### src/rtl/strscan_pkg.sv
package strscan_pkg;

    localparam int unsigned MAX_BYTES = 4;

    typedef enum logic [2:0] {
        ST_IDLE,
        ST_FETCH_S,
        ST_FETCH_D,
        ST_EVAL,
        ST_FIN
    } state_t;

    typedef enum logic [1:0] {
        SZ_BYTE  = 2'd0,
        SZ_WORD  = 2'd1,
        SZ_DWORD = 2'd2,
        SZ_RSVD  = 2'd3
    } esize_t;

    typedef struct packed {
        logic   cmp_mode;
        logic   while_ne;
        esize_t size;
        logic   dir_down;
    } op_cfg_t;

    function automatic logic [2:0] step_bytes(esize_t s);
        case (s)
            SZ_BYTE: step_bytes = 3'd1;
            SZ_WORD: step_bytes = 3'd2;
            default: step_bytes = 3'd4;
        endcase
    endfunction

    function automatic logic [MAX_BYTES-1:0] lane_mask(esize_t s);
        case (s)
            SZ_BYTE: lane_mask = 4'b0001;
            SZ_WORD: lane_mask = 4'b0011;
            default: lane_mask = 4'b1111;
        endcase
    endfunction

endpackage

### src/rtl/strscan_lane_cmp.sv
module strscan_lane_cmp #(
    parameter int unsigned LANES = 4
) (
    input  logic [8*LANES-1:0] op_a,
    input  logic [8*LANES-1:0] op_b,
    input  logic [LANES-1:0]   lane_en,
    output logic               equal
);
    logic [LANES-1:0] lane_ok;

    genvar g;
    generate
        for (g = 0; g < LANES; g++) begin : g_lane
            assign lane_ok[g] = !lane_en[g] || (op_a[8*g +: 8] == op_b[8*g +: 8]);
        end
    endgenerate

    assign equal = &lane_ok;
endmodule

### src/rtl/strscan_ptr_step.sv
module strscan_ptr_step
    import strscan_pkg::*;
#(
    parameter int unsigned AW = 16
) (
    input  logic [AW-1:0] ptr,
    input  esize_t        size,
    input  logic          dir_down,
    output logic [AW-1:0] ptr_nx
);
    logic [AW-1:0] delta;

    assign delta  = {{(AW-3){1'b0}}, step_bytes(size)};
    assign ptr_nx = dir_down ? (ptr - delta) : (ptr + delta);
endmodule

### src/rtl/strscan_engine.sv
module strscan_engine
    import strscan_pkg::*;
#(
    parameter int unsigned AW = 16,
    parameter int unsigned CW = 16
) (
    input  logic          clk,
    input  logic          rst,
    input  logic          start,
    input  logic          cmp_mode,
    input  logic          while_ne,
    input  logic [1:0]    elem_size,
    input  logic          dir_down,
    input  logic [31:0]   acc_in,
    input  logic [AW-1:0] src_in,
    input  logic [AW-1:0] dst_in,
    input  logic [CW-1:0] cnt_in,
    output logic          mem_rd_en,
    output logic [AW-1:0] mem_addr,
    input  logic [31:0]   mem_rdata,
    output logic          busy,
    output logic          done,
    output logic [AW-1:0] src_out,
    output logic [AW-1:0] dst_out,
    output logic [CW-1:0] cnt_out,
    output logic          zf
);
    localparam int unsigned DW = 8 * MAX_BYTES;

    state_t        state_q;
    op_cfg_t       cfg_q;
    logic [DW-1:0] acc_q;
    logic [DW-1:0] srcdat_q;
    logic [AW-1:0] src_q, dst_q, src_nx, dst_nx;
    logic [CW-1:0] cnt_q, cnt_nx;
    logic          zf_q;
    logic          eq;
    logic          stop;
    logic [DW-1:0] cmp_a;

    assign cmp_a  = cfg_q.cmp_mode ? srcdat_q : acc_q;
    assign cnt_nx = cnt_q - {{(CW-1){1'b0}}, 1'b1};
    assign stop   = (cnt_nx == '0) || (cfg_q.while_ne ? eq : !eq);

    strscan_lane_cmp #(.LANES(MAX_BYTES)) u_cmp (
        .op_a    (cmp_a),
        .op_b    (mem_rdata),
        .lane_en (lane_mask(cfg_q.size)),
        .equal   (eq)
    );

    strscan_ptr_step #(.AW(AW)) u_src_step (
        .ptr      (src_q),
        .size     (cfg_q.size),
        .dir_down (cfg_q.dir_down),
        .ptr_nx   (src_nx)
    );

    strscan_ptr_step #(.AW(AW)) u_dst_step (
        .ptr      (dst_q),
        .size     (cfg_q.size),
        .dir_down (cfg_q.dir_down),
        .ptr_nx   (dst_nx)
    );

    always_ff @(posedge clk) begin
        if (rst) begin
            state_q  <= ST_IDLE;
            cfg_q    <= '0;
            acc_q    <= '0;
            srcdat_q <= '0;
            src_q    <= '0;
            dst_q    <= '0;
            cnt_q    <= '0;
            zf_q     <= 1'b0;
        end else begin
            case (state_q)
                ST_IDLE: begin
                    if (start) begin
                        cfg_q <= '{cmp_mode: cmp_mode, while_ne: while_ne,
                                   size: esize_t'(elem_size), dir_down: dir_down};
                        acc_q <= acc_in;
                        src_q <= src_in;
                        dst_q <= dst_in;
                        cnt_q <= cnt_in;
                        if (cnt_in == '0)
                            state_q <= ST_FIN;
                        else if (cmp_mode)
                            state_q <= ST_FETCH_S;
                        else
                            state_q <= ST_FETCH_D;
                    end
                end
                ST_FETCH_S: state_q <= ST_FETCH_D;
                ST_FETCH_D: begin
                    if (cfg_q.cmp_mode)
                        srcdat_q <= mem_rdata;
                    state_q <= ST_EVAL;
                end
                ST_EVAL: begin
                    zf_q  <= eq;
                    dst_q <= dst_nx;
                    if (cfg_q.cmp_mode)
                        src_q <= src_nx;
                    cnt_q <= cnt_nx;
                    if (stop)
                        state_q <= ST_FIN;
                    else if (cfg_q.cmp_mode)
                        state_q <= ST_FETCH_S;
                    else
                        state_q <= ST_FETCH_D;
                end
                default: state_q <= ST_IDLE;
            endcase
        end
    end

    assign mem_rd_en = (state_q == ST_FETCH_S) || (state_q == ST_FETCH_D);
    assign mem_addr  = (state_q == ST_FETCH_S) ? src_q : dst_q;
    assign busy      = (state_q != ST_IDLE);
    assign done      = (state_q == ST_FIN);
    assign src_out   = src_q;
    assign dst_out   = dst_q;
    assign cnt_out   = cnt_q;
    assign zf        = zf_q;

    AST_SCAN_ONE_READ: assert property (@(posedge clk) disable iff (rst)
        (state_q == ST_FETCH_D) |=> !mem_rd_en);
    AST_CMP_SRC_FIRST: assert property (@(posedge clk) disable iff (rst)
        (mem_rd_en && mem_addr == src_q && state_q == ST_FETCH_S) |=> (mem_rd_en && mem_addr == dst_q));
    AST_COUNT_STEP: assert property (@(posedge clk) disable iff (rst)
        (state_q == ST_EVAL) |=> (cnt_q == $past(cnt_q) - {{(CW-1){1'b0}}, 1'b1}));
    AST_STOP_REASON: assert property (@(posedge clk) disable iff (rst)
        (done && cnt_q != '0) |-> (zf_q == cfg_q.while_ne));
    AST_ZF_HOLD: assert property (@(posedge clk) disable iff (rst)
        (state_q != ST_EVAL) |=> $stable(zf_q));
    AST_EMPTY_NO_READ: assert property (@(posedge clk) disable iff (rst)
        (state_q == ST_IDLE && start && cnt_in == '0) |=> (done && !mem_rd_en));
    AST_DONE_PULSE: assert property (@(posedge clk) disable iff (rst)
        done |=> !done);
endmodule

### config.mk
export PLATFORM = sky130hd
export DESIGN_NAME = strscan_engine
export DESIGN_NICKNAME = d
export VERILOG_FILES = /design/src/rtl/strscan_pkg.sv /design/src/rtl/strscan_lane_cmp.sv /design/src/rtl/strscan_ptr_step.sv /design/src/rtl/strscan_engine.sv
export SDC_FILE = /design/constraint.sdc
export NUM_CORES = 1
export LEC_CHECK = 0
export CAP_MARGIN = 20
export CORE_MARGIN = 10
export CORE_UTILIZATION = 30
export CTS_CLUSTER_DIAMETER = 40
export DETAILED_ROUTE_END_ITERATION = 8
export PLACE_DENSITY = 0.63
export SLEW_MARGIN = 0
export SYNTH_ARGS = -nofsm -noshare
export SYNTH_HDL_FRONTEND = slang
export SYNTH_SLANG_ARGS = --single-unit
### constraint.sdc
create_clock -name clk -period 8.08 [get_ports clk]
set_input_delay 2.02 -clock clk [delete_from_list [all_inputs] [get_ports clk]]
set_output_delay 2.02 -clock clk [all_outputs]
set_load 0.05 [all_outputs]
==> key figures <==
Clocking
  – Cts repair resizes: 0
  – Root Buffer: clkbuf_16
  – CTS Buf Count: 17
  – CTS max path bufs: 2
  – CTS tree: built
  – Clock Sinks: 121
  – Hold-fix buffers, CTS: 0
  – Setup Fix Bufs, Post-CTS: 0
  – Clk_lat worst skew: 0.42 ns
  – Clock slew at reported path FFs: 0.06 ns
  – Htree depth: 4

Layout
  – Most common cell after layout, fill and taps aside: nand2_1
  – Synth-to-Final Area Change: 37.5%
  – Most frequent cells in the layout: 210 x nand2_1, 186 x clkdlybuf4s50_1, 120 x a21oi_1, 120 x dfxtp_1, 61 x nor2_1
  – Nets: 1264
  – Core Util, Final: 0.417
  – Share of post-route cells with drive strength above 1: 0.0606
  – Layout Cells excl Fill: 1446
  – Fillers: 2471
  – FF+latch area: 0.00242 sq mm
  – Area of the multi-input gates: 0.00460 sq mm
  – Number of diodes: 0

GRT
  – GRT Total Usage: 0.154
  – Grt ovf: 0
  – Antenna violations before repair: 0
  – Vias in the first global route: 7050
  – Global-route wire length before repair: 38600 um
  – Largest net degree at the start of global routing: 68

Synth
  – Multiplexer area fraction after synthesis: 0.0738
  – Yosys cell types: 59
  – Simple-Gate Fraction of Synth Area: 0.217
  – Avg Inst Size Synth: 7.70 sq um
  – Register area share after synthesis: 0.331
  – Largest family of logic cells by synthesized area: simple AND/OR/NAND/NOR gates
  – Main synth FF type: dfxtp_1
  – XOR/XNOR Fraction of Synth Area: 0.0693
  – Synth Area in Compound Gates: 0.204
  – Yosys warning total: 0
  – Yosys reg bits: 121
  – Asr flop ratio synth: 0
  – Adder-cell share of the synthesized area: 0.0618
  – Cell count after synthesis: 952
  – Syn Std Cell Area: 0.00733 sq mm
  – EDFF count, synth: 0
  – Syn Nets: 1107

Pwr
  – VDD IR max: 0.101 mV
  – PD cells: 219 mW/mm^2
  – Leak Pwr: 0.00370 uW
  – Power, Total: 2200 uW

Die
  – Die Area: 0.0311 sq mm
  – Die Height: 176 um
  – Die W: 176 um
  – Core area: 0.0242 sq mm
  – I/O Pins: 188
  – # rows: 57
  – Initial Util: 0.303

Detailed routing
  – Post-route ant nets: 0
  – Vias/cell: 5.08
  – Routed length per instance: 17.2 um
  – 1st-pass router iterations: 5
  – DR vias: 7351
  – Final wirelength: 24900 um
  – Drt initial violations: 508
  – Remaining DRCs: 0

Timing
  – Max Clock Freq: 219 MHz
  – Setup_tns: 0 ns
  – Fin. max-slew vios: 0
  – RSZ-0062 raised after global routing: no
  – Worst-Margin Slew: 1.02 ns
  – Minimum clock period: 4.57 ns
  – Period Utilization, post-route: 0.565
  – Setup-failing EPs final: 0
  – Final hold viol count: 0
  – Fin Clk Skew: 0.00822 ns
  – Slew margin rel.: 0.321

Placed design
  – PortBufs: 187
  – RD Place Congestion: 0.831
  – Post-Place Cells: 1413
  – Dpl hpwl: 17400 um

Critical path
  – Worst path required time: 6.06 ns
  – Max incr delay on CP: 0.72 ns
  – Critical Path AT: 2.55 ns
  – Slowest cell on the critical path: clkdlybuf4s50_1
  – Critical path class: register to output port
  – Crit-path leading delay family: buffers and inverters
  – CP Max Fanout: 17
  – Cell Chain, Critical Path: nor3b_2, buf_4, mux2_2, clkdlybuf4s50_1
  – Setup crit start kind: register
  – CP Capture Type: output port
  – Buf+Inv Stages, Crit Path: 2

Run status
  – Outcome: finished, final reports clean

Hold path
  – Type of the worst min-delay path: register to register

Job
  – Max-cap violations: 0
cell families after synthesis:
| kind of cell | count (synthesis) |
|---|---|
| compound gates | 242 |
| buf+inv | 79 |
| mux | 52 |
| simple gates | 365 |
| fa+ha+maj | 35 |
| flops | 121 |
| xor+xnor | 58 |
synth_stat cells (all sizes together), types with 11 or more instances:
library cell  count  share of area
nor3             21          0.014
o21ai            36          0.025
ha               33          0.056
a21oi           121          0.083
mux2             16          0.025
xnor2            44          0.053
nand3            14         0.0096
nor4             15          0.015
clkbuf           47          0.024
inv              20          0.010
a311oi           11          0.013
buf              12         0.0092
mux2i            36          0.049
xor2             14          0.017
nand2           211           0.11
dfxtp           121           0.33
nor2             61          0.031
registers in the layout, indices dropped and copies added, names as in the netlist:
signal / count
acc_q: 32
cfg_q: 5
cnt_out: 16
dst_out: 16
src_out: 16
srcdat_q: 32
state_q: 3
zf: 1
routing by layer:
metal | part of all wire | global-route usage | routed length, um
met1 | 0.45 | 0.196 | 11200
met2 | 0.47 | 0.252 | 11800
met3 | 0.067 | 0.0416 | 1660
met4 | 0.0080 | 0.0406 | 198
met5 | 0 | 0 | 0
layout make-up:
cell class / instances / share of cell area
tap: 324 / 0.0402
clock inverter: 14 / 0.0186
multi-input combinational: 752 / 0.457
inverter: 20 / 0.00745
timing repair buffer: 197 / 0.194
sequential: 121 / 0.241
clock buffer: 18 / 0.0426
worst register-to-register path, cell delays in order (launching register included):
cell and delay (ns):
dfxtp_1 0.32, nor2_1 0.39, inv_1 0.10, ha_1 0.29
inv_1 0.03, mux2_2 0.32, fa_1 0.45, a21o_1 0.18
a21oi_1 0.29, o211ai_1 0.17, a41oi_1 0.61, o21ai_0 0.23
xnor2_1 0.19, a21oi_1 0.08
power breakdown:
group / switching (uW) / internal (uW) / total, uW
logic: 420 / 275 / 695
clock network: 316 / 494 / 810
registers: 52.4 / 644 / 696
final timing paths:
| kind | startpoint | to | slack [ns] | cells after the start |
|---|---|---|---|---|
| hold / removal | srcdat_q[31] | srcdat_q[31] | 0.45 | 2 |
| setup reg to reg | cfg_q[1] | dst_out[14] | 4.28 | 13 |
| setup / recovery | state_q[0] | mem_addr[5] | 3.51 | 4 |
| hold reg to reg | srcdat_q[31] | srcdat_q[31] | 0.45 | 2 |
stage by stage:
| stage | area (sq um) | hold slack, ns | setup WS [ns] |
|---|---|---|---|
| 2_1_floorplan | 7330 | 0.436 | 3.82 |
| 3_3_place_gp | 9440 | 0.441 | 3.73 |
| 3_5_place_dp | 9440 | 0.446 | 3.73 |
| 4_1_cts | 10100 | 0.455 | 3.47 |
| 5_1_grt | 10100 | 0.472 | 3.39 |
| 6_report | 10100 | 0.454 | 3.51 |
No activity file was read; power rests on OpenSTA's default activity.
